`src/rtl/msarb_pkg.sv`:
```
package msarb_pkg;

  typedef enum logic [1:0] {
    TR_IDLE   = 2'd0,
    TR_BUSY   = 2'd1,
    TR_NONSEQ = 2'd2,
    TR_SEQ    = 2'd3
  } trans_e;

  // Beat count of a burst code; 0 marks an undefined-length burst.
  function automatic logic [4:0] burst_beats(input logic [2:0] code);
    case (code)
      3'd0:       burst_beats = 5'd1;
      3'd1:       burst_beats = 5'd0;
      3'd2, 3'd3: burst_beats = 5'd4;
      3'd4, 3'd5: burst_beats = 5'd8;
      default:    burst_beats = 5'd16;
    endcase
  endfunction

  // Next position on a ring of n entries.
  function automatic int ring_next(input int pos, input int n);
    ring_next = (pos == n - 1) ? 0 : pos + 1;
  endfunction

endpackage

```
`src/rtl/fix_pick.sv`:
```
module fix_pick #(
  parameter int N  = 4,
  localparam int IW = (N > 1) ? $clog2(N) : 1
) (
  input  logic [N-1:0]  req,
  output logic          any,
  output logic [IW-1:0] idx
);
  always_comb begin
    any = 1'b0;
    idx = '0;
    for (int i = N - 1; i >= 0; i--) begin
      if (req[i]) begin
        any = 1'b1;
        idx = IW'(i);
      end
    end
  end
endmodule

```
`src/rtl/wrr_pick.sv`:
```
module wrr_pick
  import msarb_pkg::*;
#(
  parameter int NW = 6,
  parameter int WW = 5,
  localparam int IW = (NW > 1) ? $clog2(NW) : 1
) (
  input  logic            clk,
  input  logic            rst_n,
  input  logic [NW-1:0]   req,
  input  logic [NW*WW-1:0] wgt,
  input  logic            take,
  output logic            any,
  output logic [IW-1:0]   idx
);
  logic [IW-1:0] ptr_q;
  logic [WW-1:0] cred_q;
  logic [WW-1:0] sel_w;
  logic [WW:0]   used_nx;
  logic [WW:0]   limit;
  logic          advance;
  logic [IW-1:0] ptr_nx;
  logic [WW-1:0] cred_nx;

  // cyclic search starting at the pointer
  always_comb begin
    any = 1'b0;
    idx = '0;
    for (int k = NW - 1; k >= 0; k--) begin
      int j;
      j = (int'(ptr_q) + k) % NW;
      if (req[j]) begin
        any = 1'b1;
        idx = IW'(j);
      end
    end
  end

  // credit arithmetic for the winner
  always_comb begin
    sel_w   = wgt[int'(idx)*WW +: WW];
    limit   = {1'b0, sel_w} + 1'b1;
    used_nx = ((idx == ptr_q) ? {1'b0, cred_q} : '0) + 1'b1;
    advance = (used_nx >= limit);
    ptr_nx  = advance ? IW'(ring_next(int'(idx), NW)) : idx;
    cred_nx = advance ? '0 : used_nx[WW-1:0];
  end

  always_ff @(posedge clk) begin
    if (!rst_n) begin
      ptr_q  <= '0;
      cred_q <= '0;
    end else if (take && any) begin
      ptr_q  <= ptr_nx;
      cred_q <= cred_nx;
    end
  end


  ptr_range_chk: assert property (@(posedge clk) disable iff (!rst_n)
    int'(ptr_q) < NW);


  wrr_frozen_chk: assert property (@(posedge clk) disable iff (!rst_n)
    !take |=> $stable(ptr_q) && $stable(cred_q));


  unit_weight_move_chk: assert property (@(posedge clk) disable iff (!rst_n)
    (take && any && sel_w == '0) |=> ptr_q != $past(idx));
endmodule

```
`src/rtl/burst_hold.sv`:
```
module burst_hold
  import msarb_pkg::*;
(
  input  logic       clk,
  input  logic       rst_n,
  input  logic       hready,
  input  logic       own_vld,
  input  logic       own_req,
  input  logic [1:0] own_tr,
  input  logic [2:0] own_bu,
  output logic       hold,
  output logic       beat_acc
);
  logic [4:0] left_q, left_nx;
  logic       open_q, open_nx;
  logic [4:0] beats;

  assign beats    = burst_beats(own_bu);
  assign beat_acc = own_vld && hready && own_tr[1];

  always_comb begin
    left_nx = left_q;
    open_nx = open_q;
    if (!own_vld) begin
      left_nx = '0;
      open_nx = 1'b0;
    end else begin
      unique case (trans_e'(own_tr))
        TR_NONSEQ: begin
          open_nx = (beats == 5'd0);
          left_nx = (beats == 5'd0) ? 5'd0 : beats - 5'd1;
        end
        TR_SEQ:  if (left_q != 5'd0) left_nx = left_q - 5'd1;
        TR_IDLE: begin
          left_nx = '0;
          open_nx = 1'b0;
        end
        default: ;
      endcase
      if (!own_req) open_nx = 1'b0;
    end
  end

  assign hold = own_vld && ((left_nx != 5'd0) || open_nx);

  always_ff @(posedge clk) begin
    if (!rst_n) begin
      left_q <= '0;
      open_q <= 1'b0;
    end else if (hready) begin
      left_q <= hold ? left_nx : 5'd0;
      open_q <= hold ? open_nx : 1'b0;
    end
  end


  stall_count_chk: assert property (@(posedge clk) disable iff (!rst_n)
    !hready |=> $stable(left_q) && $stable(open_q));


  no_orphan_burst_chk: assert property (@(posedge clk) disable iff (!rst_n)
    (left_q != 5'd0) |-> own_vld);
endmodule

```
`src/rtl/mixed_slave_arb.sv`:
```
module mixed_slave_arb
  import msarb_pkg::*;
#(
  parameter int NUM_FIX = 4,
  parameter int NUM_WRR = 6,
  parameter int WGT_W   = 5,
  localparam int NM     = NUM_FIX + NUM_WRR,
  localparam int IDW    = $clog2(NM),
  localparam int FIW    = (NUM_FIX > 1) ? $clog2(NUM_FIX) : 1,
  localparam int WIW    = (NUM_WRR > 1) ? $clog2(NUM_WRR) : 1
) (
  input  logic                     clk,
  input  logic                     rst_n,
  input  logic [NM-1:0]            req_i,
  input  logic [NM*2-1:0]          htrans_i,
  input  logic [NM*3-1:0]          hburst_i,
  input  logic                     hready_i,
  input  logic [NUM_WRR*WGT_W-1:0] wgt_i,
  output logic [NM-1:0]            gnt_o,
  output logic [1:0]               htrans_o
);
  logic           own_vld;
  logic [IDW-1:0] own_id;
  logic           own_req;
  logic [1:0]     own_tr;
  logic [2:0]     own_bu;
  logic           hold;
  logic           beat_acc;
  logic           arb_evt;
  logic           fix_any, wrr_any, wrr_take;
  logic [FIW-1:0] fix_idx;
  logic [WIW-1:0] wrr_idx;
  logic           win_vld;
  logic [IDW-1:0] win_id;

  assign own_req = req_i[own_id];
  assign own_tr  = htrans_i[int'(own_id)*2 +: 2];
  assign own_bu  = hburst_i[int'(own_id)*3 +: 3];

  burst_hold u_hold (
    .clk      (clk),
    .rst_n    (rst_n),
    .hready   (hready_i),
    .own_vld  (own_vld),
    .own_req  (own_req),
    .own_tr   (own_tr),
    .own_bu   (own_bu),
    .hold     (hold),
    .beat_acc (beat_acc)
  );

  fix_pick #(.N(NUM_FIX)) u_fix (
    .req (req_i[NUM_FIX-1:0]),
    .any (fix_any),
    .idx (fix_idx)
  );

  assign arb_evt  = hready_i && !hold;
  assign wrr_take = arb_evt && !fix_any;

  wrr_pick #(.NW(NUM_WRR), .WW(WGT_W)) u_wrr (
    .clk   (clk),
    .rst_n (rst_n),
    .req   (req_i[NM-1:NUM_FIX]),
    .wgt   (wgt_i),
    .take  (wrr_take),
    .any   (wrr_any),
    .idx   (wrr_idx)
  );

  assign win_vld = fix_any || wrr_any;
  assign win_id  = fix_any ? IDW'(fix_idx) : IDW'(NUM_FIX) + IDW'(wrr_idx);

  always_ff @(posedge clk) begin
    if (!rst_n) begin
      own_vld <= 1'b0;
      own_id  <= '0;
    end else if (arb_evt) begin
      own_vld <= win_vld;
      own_id  <= win_vld ? win_id : '0;
    end
  end

  generate
    for (genvar g = 0; g < NM; g++) begin : g_gnt
      assign gnt_o[g] = own_vld && (int'(own_id) == g);
    end
  endgenerate

  assign htrans_o = own_vld ? own_tr : TR_IDLE;


  gnt_onehot_chk: assert property (@(posedge clk) disable iff (!rst_n)
    $onehot0(gnt_o));


  gnt_boundary_chk: assert property (@(posedge clk) disable iff (!rst_n)
    !hready_i |=> $stable(gnt_o));


  fix_first_chk: assert property (@(posedge clk) disable iff (!rst_n)
    (arb_evt && |req_i[NUM_FIX-1:0]) |=> |gnt_o[NUM_FIX-1:0]);


  burst_keep_chk: assert property (@(posedge clk) disable iff (!rst_n)
    (hold && hready_i) |=> $stable(gnt_o));


  idle_fwd_chk: assert property (@(posedge clk) disable iff (!rst_n)
    (gnt_o == '0) |-> (htrans_o == 2'b00));


  served_chk: assert property (@(posedge clk) disable iff (!rst_n)
    (arb_evt && |req_i) |=> (gnt_o != '0));
endmodule

```
`config.mk`:
```
export PLATFORM = sky130hd
export DESIGN_NAME = mixed_slave_arb
export DESIGN_NICKNAME = d
export VERILOG_FILES = /design/src/rtl/msarb_pkg.sv /design/src/rtl/fix_pick.sv /design/src/rtl/wrr_pick.sv /design/src/rtl/burst_hold.sv /design/src/rtl/mixed_slave_arb.sv
export SDC_FILE = /design/constraint.sdc
export NUM_CORES = 1
export LEC_CHECK = 0
export CORE_AREA = 2 2 113 115
export DETAILED_ROUTE_END_ITERATION = 8
export DIE_AREA = 0 0 115 117
export HOLD_SLACK_MARGIN = 0.02
export PLACE_DENSITY = 0.61
export SLEW_MARGIN = 20
export SYNTH_ARGS = -nofsm -noshare
export SYNTH_HDL_FRONTEND = slang
export SYNTH_HIERARCHICAL = 1
export SYNTH_SLANG_ARGS = --single-unit
```
`constraint.sdc`:
```
create_clock -name clk -period 7.8 [get_ports clk]
set_input_delay 1.56 -clock clk [delete_from_list [all_inputs] [get_ports clk]]
set_output_delay 1.56 -clock clk [all_outputs]
set_load 0.05 [all_outputs]
```
==> metrics.yaml, run 1 <==
top_level_ports: 105
antenna_found_initial: 0
worstMarginPinSlew_ps: 946
clockRootBuffer: "clkbuf_16"
cap_viol_max_count: 0
cts_resized: 0
finalSetupViolCount: 0
die_h_um: 117
intPower_w: 0.000326
path_cells: "clkdlybuf4s50_1 > mux4_2 > a22oi_1 > mux2i_1 > nand2b_4 > a22o_1 > a311oi_4 > xnor2_1 > nor3_2 > nand2_1 > inv_1 > ha_1 > nand3_1 > xor2_1 > nor4_1 > ha_1 > o21ai_0 > nand2b_1 > a21oi_1 > nor2_1 > mux2i_1 > a211oi_1"
top_layer_used: "met4"
final_nets: 660
swShare_pct: 38.4
p_per_area_nw_per_um2: 110
power.net_switching_w: 0.000203
cts_setup_buffers: 0
hold_path.class: "reg2reg"
drt_iter0_markers: 191
startpoint_type: "primary input"
r2r_start: "u_wrr/ptr_q[2]$_SDFFE_PN0P_"
crit_family: "compound AO/OA/AOI/OAI gates"
status: "finished clean"
die_x_um: 115
cp-startpoint: "req_i[6]"
dp_hpwl_mm: 8.76
post-route-min-period_ps: 6740
hold_viol_final: 0
drc: 0
crit_cells: 22
fmax_mhz: 148
insertion_delay_ps: 250
die-area_um2: 13500
worstSetupPathType: "in2reg"
vias_per_cell: 5.46
ant_nets: 0
reg2reg_depth: 26
irDropWorstVdd_v: 0.000100
dr_wl_met3_um: 857
vias: 3781
clock_path_buffers: 2
synth.avg_cell_area_um2: 7.97
path_buf_inv: 2
area_growth_pct: 33.6
track_usage_pct: 15.7
cts_hold_buffers: 0
wl_met1_mm: 4.59
port_buffers: 104
clock_power_share_pct: 19.7
grt_pass1_wl_mm: 17.6
numCtsBuffers: 3
routedWlPerCell_um: 15.4
synthesis.nets: 568
timing.final.crit_share_pct: 86.4
p_seq_share_pct: 20.8
globalplace.congestion: 0.894
initial_core_util_pct: 29.2
wl_mm: 10.7
maxSlewHeadroom_pct: 36.4
cp_max_fo: 14
synth_warnings: 6
diodes: 0
cts.sinks: 19
worst-r2r-setup-slack_ps: 1170
critPathRequiredTime_ps: 7960
synth.cell_area_um2: 3590
grt_remaining_overflow: 0
cp_slowest_cell: "a311oi_4"
core_area_um2: 12300
drive_gt1_share_pct: 9.59
synth_cells: 451
grt_max_degree: 29
p_comb_share_pct: 59.4
stdcell_count: 692
slew_violations: 0
power.leakage_nw: 1.83
total_power_w: 0.000529
firstDrtPassIters: 5
cts_tree: "built"
first_global_vias: 3819
rr_endpoint: "u_wrr/ptr_q[2]$_SDFFE_PN0P_"
htree_levels: 1
dp.cells: 688
cp-end-kind: "flop"
route.met2.wl_mm: 5.10
fin_skew_ps: 3.90
setup_tns_ps: 0
clk_pin_slew_ps: 60
cpPeakStageDelay_ps: 680
num_rows: 41
endpoint: "u_wrr/ptr_q[2]$_SDFFE_PN0P_"
crit_arrival_ps: 6900
rsz0062_at_grt: "false"
per-stage QoR:
| stage | worst slack [ps] | cell area, um^2 | util, % | hold WS, ps |
|---|---|---|---|---|
| after CTS | 1050 | 4800 | 39.0 | 484 |
| after floorplan | 2070 | 3590 | - | 450 |
| after detailed placement | 793 | 4720 | 38.3 | 476 |
| after global routing | 385 | 4800 | 39.0 | 552 |
| after global placement | 1050 | 4720 | 38.3 | 476 |
| final | 1060 | 4800 | 39.0 | 488 |
flip-flops by register name, summed over array words and instances (netlist names):
name / cells
u_hold/open_q: 1
u_wrr/ptr_q: 3
u_wrr/cred_q: 5
own_id: 4
u_hold/left_q: 5
own_vld: 1
layout by cell type, fill, tap and decap left out, types with 3 or more instances in the layout:
cell type and instances:
a211oi_1 8, a21o_1 5, a21oi_1 20, a22o_1 5
a22oi_1 10, a31oi_1 5, and2_1 6, and3_1 3
buf_4 4, clkbuf_16 3, clkdlybuf4s50_1 104, dfxtp_1 19
ha_1 24, inv_1 31, mux2_1 3, mux2_2 16
mux2i_1 24, mux4_1 5, mux4_2 5, nand2_1 30
nand2b_1 11, nand3_1 18, nand3b_1 3, nand4_1 4
nor2_1 33, nor2b_1 18, nor3_1 9, nor3b_1 4
nor4_1 6, o211ai_1 3, o21ai_0 12, o21ai_1 7
o22ai_1 9, o31ai_1 3, or3_1 4, xnor2_1 8
xor2_1 7
power groups by stage:
stage / logic, W / clock network [W] / registers, W
after floorplan: 0.000224 / 0 / 0.000106
after global placement: 0.000309 / 0 / 0.000112
after detailed placement: 0.000315 / 0 / 0.000112
after CTS: 0.000317 / 0.000108 / 0.000110
after global routing: 0.000347 / 0.000114 / 0.000111
final: 0.000315 / 0.000105 / 0.000110
layout make-up:
class	instances	area, um^2
multi-input cells	377	2950
clock inverters	1	5.00
repair buffers	108	1070
clock buffers	3	75.1
inverters	34	130
flip-flops and latches	19	380
fillers	1275	7510
well taps	150	188
worst min-delay path, cell delays in order (launching register included):
cell and delay [ps]:
dfxtp_1 330, nand2_1 60, a21oi_1 50
worst min path at each step:
stage / from / end / cells past startpoint
floorplan: u_wrr/cred_q[1]$_SDFFE_PN0P_ / u_wrr/cred_q[1]$_SDFFE_PN0P_ / 2
global placement: u_wrr/cred_q[1]$_SDFFE_PN0P_ / u_wrr/cred_q[1]$_SDFFE_PN0P_ / 2
detailed placement: u_wrr/cred_q[1]$_SDFFE_PN0P_ / u_wrr/cred_q[1]$_SDFFE_PN0P_ / 2
CTS: u_wrr/cred_q[1]$_SDFFE_PN0P_ / u_wrr/cred_q[1]$_SDFFE_PN0P_ / 2
global route: u_wrr/cred_q[1]$_SDFFE_PN0P_ / u_wrr/cred_q[1]$_SDFFE_PN0P_ / 2
finish: u_wrr/cred_q[1]$_SDFFE_PN0P_ / u_wrr/cred_q[1]$_SDFFE_PN0P_ / 2
per-layer routing:
| metal | track usage [%] | up-vias |
|---|---|---|
| li1 | - | 1865 |
| met1 | 18.7 | 1739 |
| met2 | 29.3 | 163 |
| met3 | 2.57 | 14 |
| met4 | 3.94 | 0 |
| met5 | 0 | - |
No activity file was read; power rests on OpenSTA's default activity.
==> run 2: changes to the inputs <==
--- a/config.mk
+++ b/config.mk
@@ -5,11 +5,12 @@
 export SDC_FILE = /design/constraint.sdc
 export NUM_CORES = 1
 export LEC_CHECK = 0
-export CORE_AREA = 2 2 113 115
+export CAP_MARGIN = 0
+export CORE_AREA = 2 2 106 108
 export DETAILED_ROUTE_END_ITERATION = 8
-export DIE_AREA = 0 0 115 117
-export HOLD_SLACK_MARGIN = 0.02
-export PLACE_DENSITY = 0.61
+export DIE_AREA = 0 0 108 110
+export HOLD_SLACK_MARGIN = 0.1
+export PLACE_DENSITY = 0.67
 export SLEW_MARGIN = 20
 export SYNTH_ARGS = -nofsm -noshare
 export SYNTH_HDL_FRONTEND = slang
==> metrics.yaml, run 2 (same netlist as run 1, synthesis figures left out) <==
die_h_um: 110  # -6.0%
routedWlPerCell_um: 15.0  # -2.7%
initial_core_util_pct: 33.6  # +4.4 points
cts_setup_buffers: 0  # unchanged
top_level_ports: 105  # unchanged
grtUsageMet2_pct: 30.8  # +1.5 points
p_comb_share_pct: 63.4  # +4.0 points
hold_path.class: "reg2reg"
swShare_pct: 40.5  # +2.1 points
core_area_um2: 10700  # -13%
track_usage_pct: 17.0  # +1.3 points
timing.final.crit_share_pct: 86.1  # -0.27 points
irDropWorstVdd_v: 0.0000425  # -58%
numCtsBuffers: 3  # unchanged
clock_path_buffers: 2  # unchanged
grt_max_degree: 29  # unchanged
drc: 0  # unchanged
final_common_cell: "clkdlybuf4s50_1"
busiest_layer: "met2"
intPower_w: 0.000293  # -10%
dp_hpwl_mm: 8.33  # -4.9%
final_cell_mix: "clkdlybuf4s50_1 (104), nor2_1 (33), inv_1 (31)"
vias_per_cell: 5.56  # +1.7%
power.net_switching_w: 0.000199  # -2.1%
crit_arrival_ps: 6900  # about the same
grt_pass1_wl_mm: 16.6  # -5.3%
wl_mm: 10.2  # -4.1%
die_x_um: 108  # -6.1%
hold_viol_final: 0  # unchanged
met1_usage_pct: 21.3  # +2.6 points
cts_tree: "built"
drive_gt1_share_pct: 9.59  # unchanged
drt_iter0_markers: 180  # -5.8%
finalSetupViolCount: 0  # unchanged
area_growth_pct: 32.3
cp_max_fo: 14  # unchanged
cap_viol_max_count: 0  # unchanged
cp-end-kind: "flop"
p_seq_share_pct: 22.3  # +1.5 points
worstSetupPathType: "in2reg"
cts_resized: 0  # unchanged
register_area_um2: 380  # unchanged
clk_pin_slew_ps: 80  # +20 ps
p_per_area_nw_per_um2: 103  # -6.2%
htree_levels: 1  # unchanged
cpPeakStageDelay_ps: 700  # +20 ps
insertion_delay_ps: 260  # about the same
worstMarginPinSlew_ps: 969  # +22.6 ps
firstDrtPassIters: 5  # unchanged
fillers: 1070  # -16%
fmax_mhz: 149  # +0.31%
post-route-min-period_ps: 6710  # -20.9 ps
first_global_vias: 3561  # -6.8%
path_buf_inv: 2  # unchanged
die-area_um2: 11900  # -12%
diodes: 0  # unchanged
path_cells: "clkdlybuf4s50_1 > mux4_2 > a22oi_1 > mux2i_1 > nand2b_4 > a22o_1 > a311oi_4 > xnor2_1 > nor3_2 > nand2_1 > inv_1 > ha_1 > nand3_1 > xor2_1 > nor4_1 > ha_1 > o21ai_0 > nand2b_1 > a21oi_1 > nor2_1 > mux2i_1 > a211oi_1"
num_rows: 38  # -7.3%
cts_hold_buffers: 0  # unchanged
cp_slowest_cell: "a311oi_4"
slew_violations: 0  # unchanged
clockRootBuffer: "clkbuf_8"
critPathRequiredTime_ps: 7980  # +20 ps
crit_family: "compound AO/OA/AOI/OAI gates"
grt_remaining_overflow: 0  # unchanged
final_nets: 660  # unchanged
reg_top3: "u_hold/left_q: 5 flops, u_wrr/cred_q: 5 flops, own_id: 4 flops"
setup_tns_ps: 0  # unchanged
globalplace.congestion: 0.880  # -1.6%
fin_skew_ps: 11.0  # +7.12 ps
holdWs_ps: 501  # +13.0 ps
grt_use_met3_pct: 2.12  # -0.46 points
rsz0062_at_grt: "false"
ant_nets: 0  # unchanged
maxSlewHeadroom_pct: 34.9  # -1.5 points
antenna_found_initial: 0  # unchanged
vias: 3790  # +0.24%
power.leakage_nw: 1.81  # -1.0%
multi_input_area_um2: 2950  # unchanged
status: "finished clean"
dp.cells: 678  # -1.5%
port_buffers: 104  # unchanged
stdcell_count: 682  # -1.4%
clock_power_share_pct: 14.3  # -5.4 points
startpoint_type: "primary input"
cts.sinks: 19  # unchanged
-- run 2: cell types whose count changed in the layout (fill, tap and decap cells not counted) --
cell and delta:
clkinvlp_4 +1, clkbuf_8 +3, clkinv_2 -1, clkbuf_16 -3
-- run 2: final timing paths --
kind / startpoint / end / slack, ps / cells after the start
hold / removal: u_wrr/cred_q[1]$_SDFFE_PN0P_ / u_wrr/cred_q[1]$_SDFFE_PN0P_ / 500 / 2
setup / recovery: req_i[6] / u_wrr/ptr_q[2]$_SDFFE_PN0P_ / 1090 / 22
setup reg to reg: u_wrr/ptr_q[2]$_SDFFE_PN0P_ / u_wrr/ptr_q[2]$_SDFFE_PN0P_ / 1110 / 26
hold reg to reg: u_wrr/cred_q[1]$_SDFFE_PN0P_ / u_wrr/cred_q[1]$_SDFFE_PN0P_ / 500 / 2
-- run 2: cell type report --
type,instances,area share (%)
clock buffers,3,0.868
clock inverters,1,0.158
inverters,34,2.74
multi-input cells,377,62.0
flip-flops and latches,19,8.00
well taps,140,3.68
repair buffers,108,22.5
-- run 2: worst register-to-register path: stages, from the launching register on --
cell and delay (ps):
dfxtp_1 630, inv_1 180, ha_1 360, a21oi_1 240, inv_1 70, ha_1 330, nand3b_1 220, mux2_2 300
o22ai_1 220, o21ai_0 160, a22o_1 260, a311oi_4 720, xnor2_1 230, nor3_2 290, nand2_1 120, inv_1 80
ha_1 240, nand3_1 110, xor2_1 150, nor4_1 330, ha_1 300, o21ai_0 80, nand2b_1 70, a21oi_1 390
nor2_1 140, mux2i_1 150, a211oi_1 250
-- run 2: through the flow --
step	setup slack (ps)	total power, W	util [%]	area (um^2)
5_1_grt	447	0.000532	44.5	4760
4_1_cts	1110	0.000496	44.5	4760
6_report	1090	0.000492	44.5	4760
3_3_place_gp	1060	0.000419	44.0	4710
3_5_place_dp	843	0.000424	44.0	4710
2_1_floorplan	2070	0.000330	-	3590
-- run 2: per-layer routing --
| layer | wire length, um | share of wire, % |
|---|---|---|
| met1 | 4550 | 44 |
| met2 | 4740 | 46 |
| met3 | 809 | 7.9 |
| met4 | 135 | 1.3 |
| met5 | 0 | 0 |
-- run 2: power by group through the flow --
stage / clock network (W) / registers, W / logic, W
global route: 0.0000767 / 0.000111 / 0.000345
global placement: 0 / 0.000112 / 0.000307
finish: 0.0000703 / 0.000110 / 0.000312
floorplan: 0 / 0.000106 / 0.000224
detailed placement: 0 / 0.000112 / 0.000312
CTS: 0.0000730 / 0.000110 / 0.000314
==> run 3: changes to the inputs <==
--- a/config.mk
+++ b/config.mk
@@ -11,6 +11,7 @@
 export DIE_AREA = 0 0 108 110
 export HOLD_SLACK_MARGIN = 0.1
 export PLACE_DENSITY = 0.67
+export SKIP_LAST_GASP = 1
 export SLEW_MARGIN = 20
 export SYNTH_ARGS = -nofsm -noshare
 export SYNTH_HDL_FRONTEND = slang
==> constraint.sdc (replaced) <==
create_clock -name clk -period 6.6 [get_ports clk]
set_input_delay 1.32 -clock clk [delete_from_list [all_inputs] [get_ports clk]]
set_output_delay 1.32 -clock clk [all_outputs]
set_load 0.05 [all_outputs]
==> metrics.yaml, run 3 (same netlist as run 1, synthesis figures left out) <==
fmax_mhz: 167
grt_max_degree: 24  # -17%
drc: 0  # unchanged
drt_iter0_markers: 203  # +13%
grt_pass1_wl_mm: 17.1  # +2.7%
slew_violations: 0  # unchanged
cpPeakStageDelay_ps: 490  # -210 ps
cp_slowest_cell: "dfxtp_1"
drive_gt1_share_pct: 10.5  # +0.88 points
core_area_um2: 10700  # unchanged
insertion_delay_ps: 260  # about the same
diodes: 0  # unchanged
numCtsBuffers: 3  # unchanged
setup_tns_ps: 0  # unchanged
placed_area_um2: 4720  # +0.32%
clockRootBuffer: "clkbuf_8"
critPathRequiredTime_ps: 6790  # -1190 ps
cts_resized: 0  # unchanged
firstDrtPassIters: 5  # unchanged
initial_core_util_pct: 33.6  # unchanged
cts_hold_buffers: 0  # unchanged
grt_remaining_overflow: 0  # unchanged
hold_path.class: "reg2reg"
rsz0062_at_grt: "false"
first_global_vias: 3681  # +3.4%
antenna_found_initial: 0  # unchanged
vias_per_cell: 5.59  # +0.52%
dp_hpwl_mm: 8.57  # +2.9%
worstMarginPinSlew_ps: 1010  # +45.5 ps
cts.sinks: 19  # unchanged
timing.final.crit_share_pct: 90.9
die_x_um: 108  # unchanged
num_rows: 38  # unchanged
worstSetupPathType: "reg2reg"
ant_nets: 0  # unchanged
crit_arrival_ps: 6190  # -710 ps
wl_mm: 10.5  # +3.0%
fin_skew_ps: 7.79  # -3.23 ps
fillers: 1085  # +1.4%
port_buffers: 104  # unchanged
cp_max_fo: 10  # -4
die-area_um2: 11900  # unchanged
htree_levels: 1  # unchanged
finalSetupViolCount: 0  # unchanged
clk_pin_slew_ps: 80  # about the same
final_nets: 662  # +0.30%
top_level_ports: 105  # unchanged
p_per_area_nw_per_um2: 123  # +19%
status: "finished clean"
reg_top3: "u_hold/left_q: 5 flops, u_wrr/cred_q: 5 flops, own_id: 4 flops"
final_common_cell: "clkdlybuf4s50_1"
irDropWorstVdd_v: 0.0000534  # +26%
area_growth_pct: 33.5
path_common_cell: "ha_1"
worst_slack_ps: 602  # -484 ps
clock_path_buffers: 2  # unchanged
vias: 3821  # +0.82%
design_area_um2: 4800  # +0.84%
hold_viol_final: 0  # unchanged
cap_viol_max_count: 0  # unchanged
place_ws_ps: 364  # -479 ps
die_h_um: 110  # unchanged
power.leakage_nw: 1.83  # +1.1%
track_usage_pct: 17.4  # +0.49 points
final_cell_mix: "clkdlybuf4s50_1 (104), nor2_1 (33), inv_1 (31)"
globalplace.congestion: 0.867  # -1.5%
cts_tree: "built"
maxSlewHeadroom_pct: 32.3  # -2.6 points
holdWs_ps: 506  # +5.84 ps
post-route-min-period_ps: 6000
routedWlPerCell_um: 15.4  # +2.7%
cp-end-kind: "flop"
startpoint_type: "flop"
cts_setup_buffers: 0  # unchanged
## run 3: layout make-up
cell class / count / area [um^2] / share of cell area (%)
Multi-Input combinational cell: 377 / 2970 / 62.0
Timing Repair Buffer: 110 / 1090 / 22.6
Sequential cell: 19 / 382 / 7.96
Tap cell: 140 / 175 / 3.65
Inverter: 34 / 130 / 2.71
Clock buffer: 3 / 41.3 / 0.861
Clock inverter: 1 / 7.51 / 0.157
## run 3: worst paths after layout
path | start | to | slack (ps) | depth (start not counted)
worst max-delay path | u_wrr/ptr_q[1]$_SDFFE_PN0P_ | u_wrr/cred_q[0]$_SDFFE_PN0P_ | 600 | 29
worst min-delay path | u_wrr/cred_q[1]$_SDFFE_PN0P_ | u_wrr/cred_q[1]$_SDFFE_PN0P_ | 510 | 2
worst max register to register | u_wrr/ptr_q[1]$_SDFFE_PN0P_ | u_wrr/cred_q[0]$_SDFFE_PN0P_ | 600 | 29
worst min register to register | u_wrr/cred_q[1]$_SDFFE_PN0P_ | u_wrr/cred_q[1]$_SDFFE_PN0P_ | 510 | 2
## run 3: worst max-delay path: cells and delay by family (launching register included)
family	cells	cell delay [ps]
mux	1	210
fa+ha+maj	4	1250
compound gates	9	1800
simple gates	10	1500
buf+inv	5	670
flops	1	490
## run 3: where the power goes
part	leakage [nW]	internal (W)	total, W	switching, W
Sequential	0.155	0.000119	0.000136	0.0000166
Combinational	1.65	0.000189	0.000372	0.000183
Clock	0.0217	0.0000426	0.0000847	0.0000421
## run 3: metrics by stage
stage	power, W	utilization (%)	instances
6_report	0.000592	44.8	684
3_3_place_gp	0.000501	44.1	680
5_1_grt	0.000638	44.8	684
2_1_floorplan	0.000389	-	451
4_1_cts	0.000594	44.6	684
3_5_place_dp	0.000506	44.1	680
## run 3: metal layers
metal	GRT usage (%)	wire [um]
met1	22.3	4800
met2	31.5	4820
met3	2.00	826
met4	3.85	103
met5	0	0
